===== src/rtl/ee2w_pkg.sv =====
package ee2w_pkg;
    localparam logic [3:0] DEV_CODE = 4'b1010;

    typedef enum logic [3:0] {
        S_IDLE, S_DEV, S_DACK, S_WADR, S_WAACK, S_WDAT, S_WDACK, S_RDAT, S_RACK
    } ee2w_state_e;
endpackage


===== src/rtl/ee2w_line_cond.sv =====
module ee2w_line_cond #(
    parameter int SYNC = 2
) (
    input  logic clk,
    input  logic rst_n,
    input  logic scl_i,
    input  logic sda_i,
    output logic scl_lvl,
    output logic sda_lvl,
    output logic scl_rise,
    output logic scl_fall,
    output logic start_det,
    output logic stop_det
);
    logic [SYNC:0] scl_sr_q, sda_sr_q;

    always_ff @(posedge clk or negedge rst_n) begin
        if (!rst_n) begin
            scl_sr_q <= '1;
            sda_sr_q <= '1;
        end else begin
            scl_sr_q <= {scl_sr_q[SYNC-1:0], scl_i};
            sda_sr_q <= {sda_sr_q[SYNC-1:0], sda_i};
        end
    end

    assign scl_lvl   = scl_sr_q[SYNC-1];
    assign sda_lvl   = sda_sr_q[SYNC-1];
    assign scl_rise  = scl_sr_q[SYNC-1] & ~scl_sr_q[SYNC];
    assign scl_fall  = ~scl_sr_q[SYNC-1] & scl_sr_q[SYNC];
    assign start_det = scl_sr_q[SYNC-1] & scl_sr_q[SYNC] & sda_sr_q[SYNC] & ~sda_sr_q[SYNC-1];
    assign stop_det  = scl_sr_q[SYNC-1] & scl_sr_q[SYNC] & ~sda_sr_q[SYNC] & sda_sr_q[SYNC-1];
endmodule


===== src/rtl/ee2w_store.sv =====
module ee2w_store #(
    parameter int AW = 9,
    parameter int DW = 8
) (
    input  logic          clk,
    input  logic          we,
    input  logic [AW-1:0] waddr,
    input  logic [DW-1:0] wdata,
    input  logic [AW-1:0] raddr,
    output logic [DW-1:0] rdata
);
    localparam int DEPTH = 1 << AW;
    logic [DW-1:0] mem_q [DEPTH];

    always_ff @(posedge clk) begin
        if (we) mem_q[waddr] <= wdata;
    end

    assign rdata = mem_q[raddr];
endmodule


===== src/rtl/ee2w_slave_engine.sv =====
module ee2w_slave_engine
    import ee2w_pkg::*;
#(
    parameter int ADDR_W      = 9,
    parameter int PAGE_W      = 4,
    parameter int TWR_CYC     = 200,
    parameter int SYNC_STAGES = 2
) (
    input  logic       clk,
    input  logic       rst_n,
    input  logic       scl_i,
    input  logic       sda_i,
    output logic       sda_oe,
    input  logic [1:0] strap_i,
    input  logic       wp_i
);
    localparam int PG_W     = ADDR_W - 8;
    localparam int STRAP_W  = 3 - PG_W;
    localparam int PAGE_N   = 1 << PAGE_W;
    localparam int ROW_W    = ADDR_W - PAGE_W;
    localparam int BUSY_LEN = (TWR_CYC < PAGE_N) ? PAGE_N : TWR_CYC;
    localparam int BCNT_W   = $clog2(BUSY_LEN + 1);

    typedef struct packed {
        ee2w_state_e               st;
        logic [3:0]                cnt;
        logic [7:0]                sh;
        logic                      oe;
        logic                      rd;
        logic [ADDR_W-1:0]         ptr;
        logic [PG_W-1:0]           pg;
        logic [ROW_W-1:0]          row;
        logic [PAGE_N-1:0][7:0]    pbuf;
        logic [PAGE_N-1:0]         mask;
        logic                      busy;
        logic [BCNT_W-1:0]         bcnt;
        logic [PAGE_W:0]           cidx;
    } regs_t;

    regs_t q, d;

    logic scl_s, sda_s, scl_rise, scl_fall, start_det, stop_det;
    logic              mem_we;
    logic [ADDR_W-1:0] mem_wa;
    logic [7:0]        mem_wd, mem_rd;

    ee2w_line_cond #(.SYNC(SYNC_STAGES)) i_cond (
        .clk(clk), .rst_n(rst_n), .scl_i(scl_i), .sda_i(sda_i),
        .scl_lvl(scl_s), .sda_lvl(sda_s), .scl_rise(scl_rise), .scl_fall(scl_fall),
        .start_det(start_det), .stop_det(stop_det)
    );

    ee2w_store #(.AW(ADDR_W), .DW(8)) i_store (
        .clk(clk), .we(mem_we), .waddr(mem_wa), .wdata(mem_wd),
        .raddr(q.ptr), .rdata(mem_rd)
    );

    always_comb begin
        logic [PAGE_W-1:0] cp_idx;
        d      = q;
        mem_we = 1'b0;
        mem_wa = '0;
        mem_wd = '0;
        cp_idx = q.cidx[PAGE_W-1:0];
        if (q.busy) begin
            // copy one buffered byte per clock while the bus is ignored
            if (!q.cidx[PAGE_W]) begin
                if (q.mask[cp_idx]) begin
                    mem_we = 1'b1;
                    mem_wa = {q.row, cp_idx};
                    mem_wd = q.pbuf[cp_idx];
                end
                d.cidx = q.cidx + 1'b1;
            end
            if (q.bcnt == '0) begin
                d.busy = 1'b0;
                d.mask = '0;
            end else begin
                d.bcnt = q.bcnt - 1'b1;
            end
        end else if (start_det) begin
            d.st   = S_DEV;
            d.cnt  = '0;
            d.oe   = 1'b0;
            d.mask = '0;
        end else if (stop_det) begin
            d.st = S_IDLE;
            d.oe = 1'b0;
            if (|q.mask) begin
                d.busy = 1'b1;
                d.bcnt = BCNT_W'(BUSY_LEN - 1);
                d.cidx = '0;
                if (wp_i) d.mask = '0;
            end
        end else begin
            unique case (q.st)
                S_DEV, S_WADR, S_WDAT: begin
                    if (scl_rise && q.cnt != 4'd8) begin
                        d.sh  = {q.sh[6:0], sda_s};
                        d.cnt = q.cnt + 1'b1;
                    end
                    if (scl_fall && q.cnt == 4'd8) begin
                        if (q.st == S_DEV) begin
                            if (q.sh[7:4] == DEV_CODE && q.sh[3 -: STRAP_W] == strap_i[STRAP_W-1:0]) begin
                                d.oe = 1'b1;
                                d.st = S_DACK;
                                d.pg = q.sh[PG_W:1];
                                d.rd = q.sh[0];
                            end else begin
                                d.st = S_IDLE;
                            end
                        end else if (q.st == S_WADR) begin
                            d.ptr = {q.pg, q.sh};
                            d.oe  = 1'b1;
                            d.st  = S_WAACK;
                        end else begin
                            d.pbuf[q.ptr[PAGE_W-1:0]] = q.sh;
                            d.mask[q.ptr[PAGE_W-1:0]] = 1'b1;
                            d.row                     = q.ptr[ADDR_W-1:PAGE_W];
                            d.ptr[PAGE_W-1:0]         = q.ptr[PAGE_W-1:0] + 1'b1;
                            d.oe                      = 1'b1;
                            d.st                      = S_WDACK;
                        end
                    end
                end
                S_DACK, S_WAACK, S_WDACK: begin
                    if (scl_fall) begin
                        d.oe  = 1'b0;
                        d.cnt = '0;
                        if (q.st == S_DACK && q.rd) begin
                            d.sh  = mem_rd;
                            d.ptr = q.ptr + 1'b1;
                            d.oe  = ~mem_rd[7];
                            d.st  = S_RDAT;
                        end else if (q.st == S_DACK) begin
                            d.st = S_WADR;
                        end else begin
                            d.st = S_WDAT;
                        end
                    end
                end
                S_RDAT: begin
                    if (scl_fall) begin
                        if (q.cnt == 4'd7) begin
                            d.oe = 1'b0;
                            d.st = S_RACK;
                        end else begin
                            d.sh  = {q.sh[6:0], 1'b0};
                            d.oe  = ~q.sh[6];
                            d.cnt = q.cnt + 1'b1;
                        end
                    end
                end
                S_RACK: begin
                    if (scl_rise && sda_s) begin
                        d.st = S_IDLE;
                    end else if (scl_fall) begin
                        d.sh  = mem_rd;
                        d.ptr = q.ptr + 1'b1;
                        d.oe  = ~mem_rd[7];
                        d.cnt = '0;
                        d.st  = S_RDAT;
                    end
                end
                default: ;
            endcase
        end
    end

    always_ff @(posedge clk or negedge rst_n) begin
        if (!rst_n) q <= '0;
        else        q <= d;
    end

    assign sda_oe = q.oe;

    // a start outside the busy period opens a fresh device-address byte
    a_r1_start_opens_byte: assert property (@(posedge clk) disable iff (!rst_n)
        (start_det && !q.busy) |=> (q.st == S_DEV && q.cnt == 4'd0));

    // a chip-select mismatch never leads to a pulled-low ninth bit
    a_r2_nack_on_mismatch: assert property (@(posedge clk) disable iff (!rst_n)
        $past(scl_fall && !q.busy && q.st == S_DEV && q.cnt == 4'd8 &&
              q.sh[3 -: STRAP_W] != strap_i[STRAP_W-1:0]) |-> !q.oe);

    // drive is stable while the bus clock stays high
    a_r3_drive_stable_scl_high: assert property (@(posedge clk) disable iff (!rst_n)
        (scl_s && $past(scl_s)) |-> $stable(q.oe));

    // silent during the busy period
    a_r6_busy_silent: assert property (@(posedge clk) disable iff (!rst_n)
        q.busy |-> !q.oe);

    // protection at the stop leaves nothing to copy
    a_r7_wp_empties_buffer: assert property (@(posedge clk) disable iff (!rst_n)
        ($rose(q.busy) && $past(wp_i)) |-> (q.mask == '0));

    // host not-acknowledge ends the read
    a_r10_nack_ends_read: assert property (@(posedge clk) disable iff (!rst_n)
        $past(q.st == S_RACK && scl_rise && sda_s && !q.busy && !start_det && !stop_det)
        |-> (q.st == S_IDLE));
endmodule


===== config.mk =====
export PLATFORM = sky130hd
export DESIGN_NAME = ee2w_slave_engine
export DESIGN_NICKNAME = d
export VERILOG_FILES = /design/src/rtl/ee2w_pkg.sv /design/src/rtl/ee2w_line_cond.sv /design/src/rtl/ee2w_store.sv /design/src/rtl/ee2w_slave_engine.sv
export SDC_FILE = /design/constraint.sdc
export NUM_CORES = 2
export LEC_CHECK = 0
export BUFFER_PORTS_ARGS = -buffer_cell sky130_fd_sc_hd__clkbuf_2
export CELL_PAD_IN_SITES_DETAIL_PLACEMENT = 0
export CELL_PAD_IN_SITES_GLOBAL_PLACEMENT = 1
export CORE_MARGIN = 5
export CORE_UTILIZATION = 61
export DETAILED_ROUTE_END_ITERATION = 7
export MAX_ROUTING_LAYER = met4
export PLACE_DENSITY_LB_ADDON = 0.1
export RECOVER_POWER = 100
export REMOVE_ABC_BUFFERS = 1
export SLEW_MARGIN = 25
export SYNTH_ARGS = -nofsm -noshare
export SYNTH_HDL_FRONTEND = slang
export SYNTH_SLANG_ARGS = --single-unit

===== constraint.sdc =====
create_clock -name clk -period 43.7 [get_ports clk]
set_clock_uncertainty 0.1 [all_clocks]
set_input_delay 4.37 -clock clk [delete_from_list [all_inputs] [get_ports clk]]
set_output_delay 4.37 -clock clk [all_outputs]
set_load 0.005 [all_outputs]

# Yosys cells after proc, flatten, opt, wreduce, memory -nomap -nowiden
# Memories as Yosys holds them, arrays and structs flattened.
# Cells that the tools add are included.
op_classes:
  add_sub_neg: 5
  n_lt_le_gt_ge: 3
  eq_ne: 47
  mux: 75
  bitwise_logic: 19
  n_reduce_logical: 31
op_table:
  columns: ["op", "count"]
  rows:
  - ["$mux W149", 2]
  - ["$mux W161", 1]
  - ["$bwmux W128", 1]
  - ["$mux W9", 9]
  - ["$mux W17", 4]
  - ["$pmux W17 S4", 1]
  - ["$mux W16", 4]
  - ["$mux W30", 2]
  - ["$mux W8", 7]
  - ["$mux W12", 3]
  - ["$reduce_and A7 Y1", 5]
  - ["$bmux W8 S4", 1]
  - ["$demux W8 S4", 1]
  - ["$ne A4 B2 Y1 const B", 8]
  - ["$mux W14", 2]
  - ["$mux W4", 7]
  - ["$pmux W9 S3", 1]
  - ["$ne A2 B2 Y1 const B", 13]
  - ["$reduce_and A11 Y1", 2]
  - ["$eq A4 B3 Y1 const B", 5]
  - ["$mux W2", 9]
  - ["$ne A3 B2 Y1 const B", 6]
  - ["$or A16 B16 Y16", 1]
  - ["$reduce_or A16 Y1", 1]
  - ["37 further kinds", 84]
word_totals:
  ff_bits: 197
  mem_bits_rw: 4096
  out_inout_bits: 1
  memories: 1
memory_table:
  columns: ["name", "depth", "word_bits", "rd", "rd_ports_with_merged_regs", "wr", "line", "source"]
  rows:
  - ["i_store.mem_q", 512, 8, 1, 0, 1, "ee2w_store.sv:13", "logic [DW-1:0] mem_q [DEPTH];"]

# Depth between registers and ports, before layout
logic_depth:
  word_depth: 15
  mapped_depth: 15
  ltp_nobuf: 10

# Cells and area by module
# A second synthesis with hierarchy kept.
hier_totals:
  hier_cells: 8808
  area_unflattened_um2: 169834.1
by_module_without_submodules:
  columns: ["module", "instances", "cells_per_inst", "area_each_um2"]
  rows:
  - ["ee2w_store", 1, 8022, 159767.0]
  - ["ee2w_slave_engine", 1, 776, 9877.0]
  - ["ee2w_line_cond", 1, 10, 190.2]

# Least setup slack after synthesis
# Ideal clock, no wire load.
synth_path:
  path_kind: "register to register"
  from: "register q[0] in the netlist's numbering"
  to: "memory i_store.mem_q[0][0] (data pin)"
  arrival_time_ns: 14.389
  t_required_ns: 40.877
  path_slack_ns: 26.488
  path_stages_with_launch: 7
  synth_period_minus_slack_ns: 17.212
  path_cell_list: "dfrtp_1 > buf_2 > buf_1 > buf_2 > mux4_2 > mux4_2 > nor2b_1"
synth_via:
  elab_chain_cells: 5
  word_cells_on_any_way: 7
  cone_classes: "mux: 7"
synth_rtl:
  columns: ["element", "line", "source"]
  rows:
  - ["start: declaration", "ee2w_slave_engine.sv:40", "regs_t q, d;"]
  - ["start signal: assignment", "ee2w_slave_engine.sv:171", "if (!rst_n) q <= '0;"]
  - ["start signal: assignment", "ee2w_slave_engine.sv:172", "else q <= d;"]
  - ["$bmux W8 S4 / $bmux W1 S4 (equally long branches)", "ee2w_slave_engine.sv:71, ee2w_slave_engine.sv:68", null]
  - ["$mux W8 (implied by the code) / $mux W1 (equally long branches)", "ee2w_slave_engine.sv:71, ee2w_slave_engine.sv:68", null]
  - ["$mux W8 (*)", "ee2w_slave_engine.sv:68", "if (q.mask[cp_idx]) begin"]
  - ["$mux W8 (*)", "ee2w_slave_engine.sv:67", "if (!q.cidx[PAGE_W]) begin"]
  - ["$mux W8 (*)", "ee2w_slave_engine.sv:65", "if (q.busy) begin"]
  - ["via i_store.wdata[0]", "ee2w_store.sv:8", "input logic [DW-1:0] wdata,"]
  - ["end: declaration", "ee2w_store.sv:13", null]
# Mark *: on every way through the listed nets, which the timed path passes. The rest lies on a longest branch. The select of a mux whose other input is x is not followed.

# Worst setup path after layout
layout_path:
  from: "register q[1] in the netlist's numbering"
  to: "memory i_store.mem_q[84][2] (data pin)"
# The elaborated chain is that of the path after synthesis.

==> results by group <==
Clock tree
  • CTS tree: done
  • Clock-pin slew on the worst setup and hold paths: 0.06 ns
  • H-tree depth: 5
  • Sink Count: 4293
  • # resized after CTS: 0
  • Clk buf depth: 4
  • TritonCTS Buffers: ~420
  • Hold buffer count at cts: 0
  • CTS Root Cell: clkbuf_16
  • Post-CTS setup buffer count: 0
  • Clk_lat worst skew: 0.95 ns

Worst setup path
  • Crit path cell chain: clkbuf_1, mux4_2, mux2i_1, nor3_1, nor2_2, clkbuf_1, nor2b_1, clkbuf_1, clkbuf_1, clkbuf_1
  • WP data required: 43.03 ns
  • Worst r2r path cells: 10
  • Worst endpoint data arrival time: 19.67 ns
  • Flop-to-flop setup slack: 23.35 ns
  • Setup CP Type: reg2reg
  • CP Capture Type: flop
  • Worst flop-to-flop path startpoint: q[1]$_DFFE_PN0P_
  • Reg2Reg Capture Point: i_store.mem_q[84][2]$_DFFE_PP_
  • Startpoint types: flop
  • CP max stage delay: 6.60 ns
  • Crit path top cell by count: clkbuf_1
  • Critical Path Fanout Max: around 210
  • Critical path's slowest cell: clkbuf_1

Logic synthesis
  • Post-synth top area cell: edfxtp_1
  • Yosys top cell area share: 72.88%
  • EDFF count, synth: just over 4k
  • Synth cell types: between 70 and 80
  • Ys async rst share: roughly 4.6%
  • Synth warn: 0
  • Seq cells post-synth: 4293
  • Mapped Area: 0.1688 mm²
  • Syn_area_per_cell: 20.23 µm²
  • Synth top area cells: edfxtp_1 73%, mux4_2 12%, mux2i_1 2.9%
  • Predominant post-synthesis flop cell: edfxtp_1
  • Seq/Total Area, Yosys: 75.81%
  • Cells after Synth: approximately 8.3k

Floorplanning
  • # IOs: 8
  • Die area: 0.2873 mm²
  • Initial Util: about three fifths
  • Die width: 536.0 µm
  • Core area: 0.2760 mm²
  • # rows: 193
  • Vert. Die Dim: 536.0 µm

Worst hold path
  • Type of the worst min-delay path: reg2reg
  • Hold Path Depth: 0
  • Hold EP: i_cond.sda_sr_q[1]$_DFF_PN1_
  • HP Start: i_cond.sda_sr_q[0]$_DFF_PN1_

STA
  • Unrepaired setup endpoints after global routing: false
  • Final Hold Viols: 0
  • Fin worst setup slack: approximately 23 ns
  • Fmax: ~49 MHz
  • Slew Viols, Final: 5289
  • Final setup violation count: 0
  • Share of the clock period used by the worst path: 46.56%
  • Worst hold margin: 0.2651 ns
  • Worst Max-Slew Pin Slew: about 9.7 ns
  • Post-route minimum period: ~20 ns
  • Slew margin rel.: -544.8%

Pwr
  • Peak VDD IR: 0.00004186 V
  • Leakage power: 0.04902 µW
  • Pwr dens: around 53 mW/mm²

Global routing
  • Pin count of the biggest net entering global routing: 211
  • Initial antenna violation count: 32
  • All-Layer GR Usage: around a third
  • First-pass GRT wire length: between 600000 and 700000 µm
  • Total gr overflow: 0
  • Vias in the first global route: 85.70k

Route
  • Post-route ant nets: 0
  • DR WL/cell: 37.26 µm
  • Drc violations: 0
  • Via/cell ratio: 6.951
  • 1st-pass router iterations: 6
  • DR iter-0 viols: 12.69k
  • Vias: 87.23k
  • WL final: 467600 µm

Placement
  • Dpl ws: 36.26 ns
  • GPL Wtd Cong: 0.8933
  • Post-detail-place hpwl: ~270000 µm
  • I/O Buffers: 7

Cells and area
  • Layout cell share with drive strength beyond 1: a little over a fifth
  • Fin nets: 8476
  • Synthesis-to-finish area growth: 10.32%

Flow run
  • Max cap viols: 95

Outcome
  • Run status: finished, violations left
  • Failing checks: capacitance limit, slew limit
## sequential cells by signal, indices dropped and copies added, names as in the netlist, named ones only
name,flops
i_cond.sda_sr_q,3
q,62
i_cond.scl_sr_q,3
i_store.mem_q,4096
sda_oe,1
## metal layers
metal / GRT usage, % / vias up / wire length, µm
met5: - / - / 0
met4: 11.82 / 0 / 18110
met3: 8.603 / 877 / 56170
met2: 47.88 / 5381 / 213200
met1: 48.48 / 46328 / 180000
li1: - / 34645 / -
## power by group
part	switching [µW]	internal (µW)	leakage (µW)
Combinational	1100	533	0.0112
Clock	1540	2160	0.00685
Sequential	46.5	4460	0.0310
## placed cells by master, fill, tap and decap left out, types with 37 or more instances in the layout
cell / Yosys / layout
mux4_2: 929 / 929
edfxtp_1: 4096 / 4096
clkinv_2: 0 / 87
clkbuf_1: 275 / 151
nor2_1: 687 / 680
mux2_2: 169 / 168
clkbuf_16: 0 / 433
dfrtp_1: 191 / 184
a31oi_1: 37 / 37
buf_4: 50 / 131
bufinv_16: 0 / 59
nand2_1: 266 / 266
a221oi_1: 54 / 53
mux2i_1: 495 / 495
nor3_1: 54 / 52
nand3_1: 43 / 41
o22ai_1: 118 / 118
o21ai_0: 98 / 95
clkinv_1: 0 / 97
o221ai_1: 77 / 77
a21oi_1: 109 / 107
a211oi_1: 49 / 49
## synthesized netlist by cell type (54+ instances only)
library cell / n
nor3_1: 54
dfrtp_1: 191
o21ai_0: 98
buf_6: 87
a21oi_1: 109
o22ai_1: 118
mux4_2: 929
o221ai_1: 77
edfxtp_1: 4096
mux2i_1: 495
mux2_2: 169
clkbuf_1: 275
nand2_1: 266
a221oi_1: 54
nor2_1: 687
buf_2: 86
## worst max path at each step
stage / start / end / cells after the start / slack (ns)
after global routing: q[0]$_DFFE_PN0P_ / i_store.mem_q[124][2]$_DFFE_PP_ / 7 / 22.19
after CTS: q[164]$_DFFE_PN0P_ / q[180]$_DFFE_PN0P_ / 12 / 36.26
after floorplan: q[164]$_DFFE_PN0P_ / sda_oe$_DFFE_PN0P_ / 8 / -3.36
after detailed placement: q[164]$_DFFE_PN0P_ / q[180]$_DFFE_PN0P_ / 12 / 36.26
after global placement: q[164]$_DFFE_PN0P_ / q[180]$_DFFE_PN0P_ / 12 / 36.29
final: q[1]$_DFFE_PN0P_ / i_store.mem_q[84][2]$_DFFE_PP_ / 10 / 23.35
## stage by stage
step | cells | setup TNS, ns | instance area (µm²) | utilization [%] | total power, µW
after floorplan | 7810 | -341.16 | 165800 | - | 6963
after global placement | 11733 | 0 | 172600 | 62.55 | 6208
after detailed placement | 11734 | 0 | 172700 | 62.57 | 6210
after CTS | 12510 | 0 | 186700 | 67.64 | 9849
after global routing | 12534 | 0 | 186100 | 67.44 | 10090
final | 12550 | 0 | 186200 | 67.46 | 9835
## area by class of cell
class	instances	area [µm²]
clock inverters	275	2902
diodes	31	77.57
clock buffers	501	11110
fillers	17509	89830
multi-input cells	3505	37980
well taps	3705	4636
flip-flops and latches	4293	128000
repair buffers	228	1473
inverters	12	58.81
## cell families (layout without fill, tap and decap cells)
group / after synthesis / after routing / share of synthesized area [%]
multiplexers: 1593 / 1593 / 16.46
adder cells (fa/ha/maj): 8 / 8 / 0.05931
other: 0 / 31 / 0
AO/OA/AOI/OAI: 706 / 706 / 2.894
flip-flops: 4293 / 4293 / 75.81
buffers and inverters: 544 / 1016 / 1.772
XOR/XNOR: 7 / 7 / 0.03633
AND/OR/NAND/NOR: 1191 / 1191 / 2.973
## worst max-delay path: cells and delay by family, from the launching register on
family / cells / cell delay, ns
mux: 2 / 0.71
simple gates: 3 / 0.59
flops: 1 / 0.34
buf+inv: 5 / 16.38
No activity file was read; power rests on OpenSTA's default activity.
